==> src/rtl/dbg_entry_rec.sv <==
module dbg_entry_rec #(
  parameter int DW = 32,
  parameter int FS_PC = 'h400,
  parameter int FS_XFER = 'h001
) (
  input  logic          clk,
  input  logic          rst_n,
  input  logic          cfg_we,
  input  logic [1:0]    cfg_sel,
  input  logic [DW-1:0] cfg_wdata,
  input  logic          pc_valid,
  input  logic [DW-1:0] pc,
  input  logic          dbp_hit,
  input  logic          bkpt_exec,
  input  logic          pabt,
  input  logic          dabt,
  input  logic [DW-1:0] dabt_addr,
  input  logic          xfer_busy,
  output logic [DW-1:0] dbg_ctrl,
  output logic [DW-1:0] fault_status,
  output logic [DW-1:0] fault_addr,
  output logic          trap,
  output logic          bkpt_nop
);
  localparam int EN_BIT = DW - 1;
  localparam int MOE_LO = 2;
  localparam int MOE_HI = 4;
  localparam logic [2:0] MOE_IBP = 3'd1;
  localparam logic [2:0] MOE_DBP = 3'd2;
  localparam logic [2:0] MOE_BKPT = 3'd3;

  logic [DW-1:0] ctrl_q, ibpa_q, ibpb_q, fsr_q, far_q;
  logic          dabt_seen_q, trap_q, nop_q;

  wire dbg_en = ctrl_q[EN_BIT];
  wire hit_a = ibpa_q[0] && (pc[DW-1:2] == ibpa_q[DW-1:2]);
  wire hit_b = ibpb_q[0] && (pc[DW-1:2] == ibpb_q[DW-1:2]);
  wire ibp_hit = pc_valid && (hit_a || hit_b);
  wire moe_evt = ibp_hit || dbp_hit || bkpt_exec;
  wire [2:0] moe_code = ibp_hit ? MOE_IBP : (dbp_hit ? MOE_DBP : MOE_BKPT);
  wire ctrl_wr = cfg_we && (cfg_sel == 2'd0);
  wire pc_fault = bkpt_exec || pabt;
  wire dabt_first = dabt && !dabt_seen_q;

  logic [DW-1:0] ctrl_d;
  always_comb begin
    ctrl_d = ctrl_wr ? cfg_wdata : ctrl_q;
    if (dbg_en && moe_evt) ctrl_d[MOE_HI:MOE_LO] = moe_code;
  end

  always_ff @(posedge clk or negedge rst_n) begin
    if (!rst_n) begin
      ctrl_q      <= '0;
      ibpa_q      <= '0;
      ibpb_q      <= '0;
      fsr_q       <= '0;
      far_q       <= '0;
      dabt_seen_q <= 1'b0;
      trap_q      <= 1'b0;
      nop_q       <= 1'b0;
    end else begin
      ctrl_q <= ctrl_d;
      if (cfg_we && cfg_sel == 2'd1) ibpa_q <= cfg_wdata;
      if (cfg_we && cfg_sel == 2'd2) ibpb_q <= cfg_wdata;
      dabt_seen_q <= xfer_busy && (dabt_seen_q || dabt);
      if (dbg_en) begin
        if (pc_fault) begin
          fsr_q <= DW'(FS_PC);
          far_q <= pc;
        end else if (dabt_first) begin
          fsr_q <= DW'(FS_XFER);
          far_q <= dabt_addr;
        end
      end
      trap_q <= dbg_en && moe_evt;
      nop_q  <= !dbg_en && bkpt_exec;
    end
  end

  assign dbg_ctrl     = ctrl_q;
  assign fault_status = fsr_q;
  assign fault_addr   = far_q;
  assign trap         = trap_q;
  assign bkpt_nop     = nop_q;

  p_trap_needs_en_r6: assert property (@(posedge clk) disable iff (!rst_n)
    trap |-> $past(dbg_ctrl[EN_BIT]));
  p_trap_nop_excl_r7: assert property (@(posedge clk) disable iff (!rst_n)
    !(trap && bkpt_nop));
  p_ctrl_hold_r4: assert property (@(posedge clk) disable iff (!rst_n)
    (!dbg_ctrl[EN_BIT] && !(cfg_we && cfg_sel == 2'd0)) |=> $stable(dbg_ctrl));
  p_fault_hold_r10: assert property (@(posedge clk) disable iff (!rst_n)
    !dbg_ctrl[EN_BIT] |=> ($stable(fault_status) && $stable(fault_addr)));
  p_bkpt_code_r3: assert property (@(posedge clk) disable iff (!rst_n)
    (dbg_ctrl[EN_BIT] && bkpt_exec && !dbp_hit && !ibp_hit) |=> (dbg_ctrl[MOE_HI:MOE_LO] == MOE_BKPT));
  p_dabt_once_r9: assert property (@(posedge clk) disable iff (!rst_n)
    (dbg_ctrl[EN_BIT] && dabt && dabt_seen_q && !pc_fault) |=> ($stable(fault_status) && $stable(fault_addr)));
endmodule

==> config.mk <==
export PLATFORM = sky130hd
export DESIGN_NAME = dbg_entry_rec
export DESIGN_NICKNAME = d
export VERILOG_FILES = /design/src/rtl/dbg_entry_rec.sv
export SDC_FILE = /design/constraint.sdc
export NUM_CORES = 1
export LEC_CHECK = 0
export BUFFER_PORTS_ARGS = -buffer_cell sky130_fd_sc_hd__buf_2
export CAP_MARGIN = 30
export CELL_PAD_IN_SITES_DETAIL_PLACEMENT = 0
export CELL_PAD_IN_SITES_GLOBAL_PLACEMENT = 1
export CORE_ASPECT_RATIO = 0.9
export CORE_MARGIN = 8
export CORE_UTILIZATION = 40
export DETAILED_ROUTE_END_ITERATION = 10
export HOLD_SLACK_MARGIN = 0.05
export PLACE_DENSITY = 0.87
export SLEW_MARGIN = 20
export SYNTH_ARGS = -nofsm -noshare
export SYNTH_HDL_FRONTEND = slang
export SYNTH_SLANG_ARGS = --single-unit
==> constraint.sdc <==
create_clock -name clk -period 2.9 [get_ports clk]
set_input_delay 0 -clock clk [delete_from_list [all_inputs] [get_ports clk]]
set_output_delay 0 -clock clk [all_outputs]
set_load 0.02 [all_outputs]
* After elaboration in Yosys (flattened, before gate mapping)
Index checks and enable logic that the tools add are counted.
** Word-level totals
- Register bits after elaboration :: 163
- Latch bits :: 0
- RAM bits :: 0
- Memory bits (read-only) :: 0
- Input port bits :: 107
- Output and inout port bits :: 98
- Memories :: 0
** Cells by class
- Add/subtract/negate cells :: 0
- Multipliers :: 0
- Divide/modulo/power cells :: 0
- $lt $le $gt $ge :: 0
- Equal/unequal tests :: 4
- Shift-type cells :: 0
- Multiplexer cells :: 8
- Bitwise logic cells :: 0
- Reductions and logical operators :: 21
** Operator list (number)
- 32-bit two-way mux :: 4
- 30-bit equality test :: 2
- 1-bit logical AND :: 10
- 1-bit logical OR :: 5
- 5-bit two-way mux :: 1
- 2-bit nonzero test :: 2
- 3-bit two-way mux :: 1
- 2-bit by 1-bit equality test with 1-bit output, second input constant :: 1
- 2-bit equality test, second input constant :: 1
- 1-bit logical NOT :: 2
- 2-bit logical NOT :: 1
- 2-bit two-way mux :: 1
- 2-bit AND reduction :: 1
- 1-bit two-way mux :: 1

* Longest topological paths before layout
Gate-level depths: netlist of run 1.
- Depth in word-level cells :: 8
- Depth in mapped cells :: 6
- Gate-level depth less buffers :: 5

* Worst setup path before layout of run 1
Ideal clock, no wire load.
- Path kind :: register -> register
- Start point :: register ctrl_q[31] (netlist: dbg_ctrl[31])
- End point :: register far_q[22] (netlist: fault_addr[22])
- Library setup time :: 127 ps
- Arrival :: 1341 ps
- Required time :: 2773 ps
- Setup slack :: 1431 ps
- Stages on the path, launching flop included :: 7
- Period minus slack after synthesis :: 1469 ps
- Path through :: dfrtp_1 nand3b_2 nor2b_4 buf_6 buf_6 a222oi_1 inv_1
** Between the ends
- Cells in the longest elaborated chain, start to end :: 1
** Ends and longest elaborated chain
- from (decl) :: line 32 : logic [DW-1:0] ctrl_q, ibpa_q, ibpb_q, fsr_q, far_q;
- from (signal assigned) :: line 62 : ctrl_q <= ctrl_d;
- 2-bit AND reduction (no line)
- to (signal assigned) :: line 69 : far_q <= pc;
- to (signal assigned) :: line 72 : far_q <= dabt_addr;
- to (decl) :: line 32
Every way passes these cells.
A chain may end at the register's enable or synchronous reset.

* Worst setup path in the final report of run 1
- Start point :: register ctrl_q[31] (netlist: dbg_ctrl[31])
- End point :: register far_q[0] (netlist: fault_addr[0])
The elaborated chain is that of the path after synthesis.

==> results of run 1 <==
[repair_timing]
action	CTS	global route
hold buffers	104	1
endpoints found under the hold margin	227	18
setup endpoints to repair	0	0
buffers inserted	0	0
[worst register-to-register path, cell delays in order (launching register included)]
cell and delay (ns):
dfrtp_1 0.49, nand3b_2 0.16, nor3_4 0.63, buf_4 0.39, a222oi_1 0.16, dlygate4sd3_1 0.66
inv_1 0.06
[registers in the layout (all words and copies together) (netlist names)]
signal and flops:
ibpb_q 31, dbg_ctrl 32, fault_status 2, fault_addr 32, trap 1, dabt_seen_q 1, bkpt_nop 1, ibpa_q 31
[Yosys cell counts]
master      n
dfrtp_1   131
mux2_2     92
xnor2_1    60
a222oi_1   32
inv_1      32
buf_4      31
nand4_1    14
buf_2       8
buf_6       6
clkbuf_8    4
nor4_1      4
a21o_2      2
a21oi_1     2
nand3_1     2
nand3b_1    2
a21bo_2     1
a21o_1      1
a221oi_1    1
a22o_1      1
a22oi_1     1
and2_2      1
and2b_2     1
conb_1      1
mux2i_1     1
nand2_1     1
nand3b_2    1
nor2b_1     1
nor2b_4     1
nor3_4      1
nor3b_2     1
o21a_1      1
o21a_4      1
o21ai_0     1
[cell type report]
class | instances | area share [%]
Inverter | 32 | 1.39
Tap cell | 198 | 2.87
Clock inverter | 8 | 1.68
Sequential cell | 131 | 37.9
Clock buffer | 24 | 5.92
Timing Repair Buffer | 287 | 23.3
Multi-Input combinational cell | 257 | 26.9
[per-stage QoR]
stage | power (mW) | instance area (um2) | setup slack (ns) | utilization, %
2_1_floorplan | 3.41 | 6110 | 1.43 | -
3_3_place_gp | 3.85 | 6890 | 1.07 | 46.9
3_5_place_dp | 3.92 | 6890 | 0.946 | 46.9
4_1_cts | 6.52 | 8590 | 0.387 | 58.4
5_1_grt | 6.79 | 8640 | 0.157 | 58.7
6_report | 6.50 | 8640 | 0.295 | 58.7
[layer usage]
layer | wire length, um | share of wire (%) | up-vias | track usage, %
li1 | - | - | 2090 | -
met5 | 12 | 0.067 | - | 0
met4 | 339 | 1.9 | 2 | 6.59
met3 | 1500 | 8.3 | 29 | 7.38
met2 | 8880 | 49 | 230 | 33.0
met1 | 7260 | 40 | 2314 | 20.7
[path summary, 6_finish.rpt]
| kind | depth (start not counted) | startpoint | slack (ns) | endpoint |
|---|---|---|---|---|
| min | 3 | cfg_we | 0.13 | ibpb_q[25] |
| max in group asynchronous | 5 | rst_n | 1.43 | ibpa_q[21] |
| max reg2reg | 6 | dbg_ctrl[31] | 0.29 | fault_addr[0] |
| max | 6 | dbg_ctrl[31] | 0.29 | fault_addr[0] |
| min reg2reg | 1 | fault_status[0] | 0.49 | fault_status[0] |
| min in group asynchronous | 3 | rst_n | 0.53 | dbg_ctrl[18] |
[logic make-up (layout without fill, tap and decap cells)]
group,Yosys count,in the layout,synth area share [%]
other,1,30,0.0625
muxes,93,93,17.4
xor gates and xnor gates,60,60,8.75
and+or+nand+nor,30,30,3.63
AOI/OAI and AO/OA,44,44,6.96
buffers and inverters,81,351,8.59
DFF,131,131,54.6
[power by group]
part           switching [mW]  internal, mW
sequential              0.227          2.20
combinational           0.886         0.842
clock                   0.768          1.57
==> flow_metrics.env, run 1 <==
export IMPL_status="finished, final reports clean"
export IMPL_critPathRequiredTime_ns=3.26
export IMPL_rsz0062_at_grt="no"
export IMPL_cts_root_buf="clkbuf_16"
export IMPL_critical_path_buf_inv_count=3
export IMPL_critPathLaunchType="flop"
export IMPL_cp_top_family="buffers and inverters"
export IMPL_grt_max_degree=100
export IMPL_postSynthAreaPerCell_um2=13.6
export IMPL_cts_sinks=131
export IMPL_crit_type="flop to flop"
export IMPL_ys_seq_elements=131
export IMPL_p_per_area_mw_per_mm2=752
export IMPL_design_die_area_mm2=0.0192
export IMPL_multi_input_area_mm2=0.00233
export IMPL_wirelength_mm=18.0
export IMPL_drtAntennaViolNets=0
export IMPL_slew_headroom_pct=36.5
export IMPL_synth_top_area_share_pct=54.6
export IMPL_stdcell_count=937
export IMPL_ys_types=33
export IMPL_yosysWarnings=0
export IMPL_vias_per_cell=4.98
export IMPL_maxCapViolCount=0
export IMPL_place_congestion=0.754
export IMPL_synth_seq_area_share_pct=54.6
export IMPL_seq_area_mm2=0.00328
export IMPL_drt_iter0_drc=329
export IMPL_fin_worst_skew_ns=0.00634
export IMPL_diodes=0
export IMPL_netlist_instances=440
export IMPL_antenna_found_initial=1
export IMPL_cpMaxStageDelayCell="dlygate4sd3_1"
export IMPL_grt_usage_pct=19.0
export IMPL_grt_overflow=0
export IMPL_firstDrtPassIters=6
export IMPL_fin_crit_sh_pct=89.8
export IMPL_die_w_um=145
export IMPL_finalSetupTns_ns=0
export IMPL_synth_area_leaders="dfrtp_1 (55%), mux2_2 (17%), xnor2_1 (8.8%)"
export IMPL_worstPathMaxFanout=19
export IMPL_io_buffers=174
export IMPL_hold_worst_slack_ns=0.128
export IMPL_ios=205
export IMPL_worst_pin_slew_ns=0.951
export IMPL_cts_resized=0
export IMPL_cp_end_kind="flop"
export IMPL_dp_hpwl_mm=12.0
export IMPL_fp_dieH_um=132
export IMPL_hold_viol=0
export IMPL_min_path_type="input port to flop"
export IMPL_route_detailed_drc=0
export IMPL_syn2layout_area_growth_pct=43.9
export IMPL_finalSetupViolCount=0
export IMPL_grt_pass1_vias=5472
export IMPL_std_cell_rows=42
export IMPL_initial_core_util_pct=40.8
export IMPL_nFillCells=1162
export IMPL_routed_via_count=4665
export IMPL_htreeDepth=4
export IMPL_crit_arrival_ns=2.96
export IMPL_max_vdd_ir_drop_v=0.000570
export IMPL_nets=833
export IMPL_p_leak_nw=4.06
export IMPL_grt_pass1_wl_mm=28.7
export IMPL_drive_above_1_share_pct=42.6
export IMPL_period_minus_slack_ns=2.61
export IMPL_wire_per_inst_um=19.2
export IMPL_cpPeakStageDelay_ns=0.66
export IMPL_synth_area_mm2=0.00600
export IMPL_core_area_mm2=0.0147
export IMPL_clk_path_buf_depth=2
export IMPL_clk_latency_ns=0.42
export IMPL_synth_area_leader_cell="dfrtp_1"
export IMPL_cts_buffers=17
export IMPL_cts_clk_slew_worst_paths_ns=0.06
export IMPL_crit_chain="nand3b_2 > nor3_4 > buf_4 > a222oi_1 > dlygate4sd3_1 > inv_1"
export IMPL_final_common_cell="buf_2"
export IMPL_final_cell_mix="buf_2 (173), dfrtp_1 (131), dlygate4sd3_1 (105)"
export IMPL_slew_violations=0
export IMPL_place_inst=798
export IMPL_tritoncts="built"
export IMPL_clock_fmax_mhz=384
Power figures use the tool's default switching activity.
==> inputs of run 2 (changes only) <==
--- a/config.mk
+++ b/config.mk
@@ -14,6 +14,7 @@
 export CORE_UTILIZATION = 40
 export DETAILED_ROUTE_END_ITERATION = 10
 export HOLD_SLACK_MARGIN = 0.05
+export MAX_ROUTING_LAYER = met4
 export PLACE_DENSITY = 0.87
 export SLEW_MARGIN = 20
 export SYNTH_ARGS = -nofsm -noshare
==> run 2 against run 1 <==
Critical path depth decreased by 1. Sequential power is essentially flat. Hold slack got worse by 0.0038 ns. Sequential share of layout area about the same. Die area did not move. Sequential cell count did not move. Power barely moved. Combinational power about the same. Cell count up 0.11%.
==> flow_metrics.env, run 2 (synthesis results as in run 1) <==
export IMPL_nets=833
export IMPL_finalSetupViolCount=0
export IMPL_crit_type="flop to flop"
export IMPL_place_inst=798
export IMPL_initial_core_util_pct=40.8
export IMPL_route_detailed_drc=0
export IMPL_hold_worst_slack_ns=0.125
export IMPL_placedInstanceArea_mm2=0.00689
export IMPL_cp_end_kind="flop"
export IMPL_rr_startpoint="dbg_ctrl[31]"
export IMPL_crit_arrival_ns=2.98
export IMPL_clk_path_buf_depth=2
export IMPL_post_cts_setup_buffers=0
export IMPL_period_minus_slack_ns=2.62
export IMPL_tritoncts="built"
export IMPL_grtUsageMet1_pct=21.4
export IMPL_clk_latency_ns=0.42
export IMPL_cts_buffers=17
export IMPL_worstSetupStartpoint="dbg_ctrl[31]"
export IMPL_p_comb_share_pct=26.6
export IMPL_design_die_area_mm2=0.0192
export IMPL_grt_use_met2_pct=33.0
export IMPL_worst_pin_slew_ns=0.960
export IMPL_drt_iter0_drc=297
export IMPL_p_seq_share_pct=37.4
export IMPL_hold_end="ibpb_q[25]"
export IMPL_swShare_pct=29.0
export IMPL_p_per_area_mw_per_mm2=752
export IMPL_critPathLaunchType="flop"
export IMPL_ff2ff_path_depth=5
export IMPL_final_common_cell="buf_2"
export IMPL_clock_fmax_mhz=381
export IMPL_cpMaxStageDelayCell="nor2b_4"
export IMPL_nFillCells=1161
export IMPL_setup_slack_ns=0.277
export IMPL_wirelength_mm=17.9
export IMPL_critPathRequiredTime_ns=3.26
export IMPL_drtAntennaViolNets=0
export IMPL_dp_hpwl_mm=12.0
export IMPL_antenna_found_initial=1
export IMPL_holdPathStages=3
export IMPL_hold_viol=0
export IMPL_vias_per_cell=4.97
export IMPL_htreeDepth=4
export IMPL_io_buffers=174
export IMPL_syn2layout_area_growth_pct=43.9
export IMPL_routed_via_count=4662
export IMPL_p_leak_nw=4.06
export IMPL_grt_pass1_vias=5481
export IMPL_clock_power_share_pct=36.1
export IMPL_finalSetupTns_ns=0
export IMPL_place_ws_ns=0.946
export IMPL_grt_max_degree=100
export IMPL_grt_overflow=0
export IMPL_grt_usage_pct=19.5
export IMPL_core_area_mm2=0.0147
export IMPL_worstPathMaxFanout=34
export IMPL_die_w_um=145
export IMPL_stdcell_count=938
export IMPL_maxCapViolCount=0
export IMPL_fin_crit_sh_pct=90.4
export IMPL_fin_worst_skew_ns=0.00523
export IMPL_p_int_mw=4.62
export IMPL_fp_dieH_um=132
export IMPL_max_vdd_ir_drop_v=0.000570
export IMPL_drive_above_1_share_pct=42.6
export IMPL_hold_buffers=104
export IMPL_r2r_slack_ns=0.28
export IMPL_min_path_type="input port to flop"
export IMPL_status="finished, final reports clean"
export IMPL_place_congestion=0.763
export IMPL_p_switching_mw=1.88
export IMPL_stdcell_area_mm2=0.00864
export IMPL_slew_violations=0
export IMPL_final_cell_mix="buf_2 (173), dfrtp_1 (131), dlygate4sd3_1 (105)"
export IMPL_crit_chain="o21a_4 > nor2b_4 > a222oi_1 > dlygate4sd3_1 > inv_1"
export IMPL_cts_resized=0
export IMPL_std_cell_rows=42
export IMPL_cts_sinks=131
export IMPL_min_from="cfg_we"
export IMPL_cts_root_buf="clkbuf_16"
export IMPL_firstDrtPassIters=8
export IMPL_grt_pass1_wl_mm=28.7
export IMPL_use_met3_pct=6.42
export IMPL_cpPeakStageDelay_ns=0.81
export IMPL_grt_busiest_layer="met2"
export IMPL_ios=205
export IMPL_cts_clk_slew_worst_paths_ns=0.06
export IMPL_rsz0062_at_grt="no"
export IMPL_r2r_end="fault_addr[0]"
export IMPL_slew_headroom_pct=35.9
export IMPL_wire_per_inst_um=19.1
-- run 2: how the worst max path moves through the flow --
| stage | endpoint | slack, ns | cells past startpoint |
|---|---|---|---|
| 3_3_place_gp | fault_addr[20] | 1.07 | 5 |
| 2_1_floorplan | fault_addr[22] | 1.43 | 6 |
| 5_1_grt | fault_addr[22] | 0.16 | 6 |
| 4_1_cts | fault_addr[24] | 0.39 | 6 |
| 3_5_place_dp | fault_addr[24] | 0.95 | 5 |
| 6_report | fault_addr[0] | 0.28 | 5 |
-- run 2: through the flow --
step / power [mW] / util [%]
CTS: 6.52 / 58.4
global route: 6.79 / 58.7
global placement: 3.85 / 46.9
finish: 6.50 / 58.7
floorplan: 3.41 / -
detailed placement: 3.92 / 46.9
-- run 2: critical path, delay by kind of cell (launching register included) --
kind	cells	cell delay (ns)
AOI/OAI and AO/OA	2	0.55
buffers and inverters	2	0.73
and+or+nand+nor	1	0.81
DFF	1	0.47
-- run 2: area by class of cell --
| cell class | instances | area [um2] | share of cell area, % |
|---|---|---|---|
| clock inverter | 8 | 145 | 1.68 |
| clock buffer | 24 | 512 | 5.92 |
| multi-input combinational | 257 | 2330 | 26.9 |
| tap | 198 | 248 | 2.87 |
| antenna | 1 | 2.50 | 0.0290 |
| inverter | 32 | 120 | 1.39 |
| sequential | 131 | 3280 | 37.9 |
| timing repair buffer | 287 | 2010 | 23.3 |
-- run 2: power groups by stage --
| stage | Clock, mW | Combinational, mW | Sequential, mW |
|---|---|---|---|
| after floorplan | 0 | 0.726 | 2.68 |
| after global placement | 0 | 1.42 | 2.43 |
| after detailed placement | 0 | 1.47 | 2.45 |
| after CTS | 2.38 | 1.71 | 2.42 |
| after global routing | 2.46 | 1.86 | 2.48 |
| final | 2.35 | 1.73 | 2.43 |
-- run 2: per-layer routing --
metal  wire (um)  share of wire (%)
met1        7440                 41
met2        8790                 49
met3        1350                7.5
met4         367                2.0
met5           0                  0
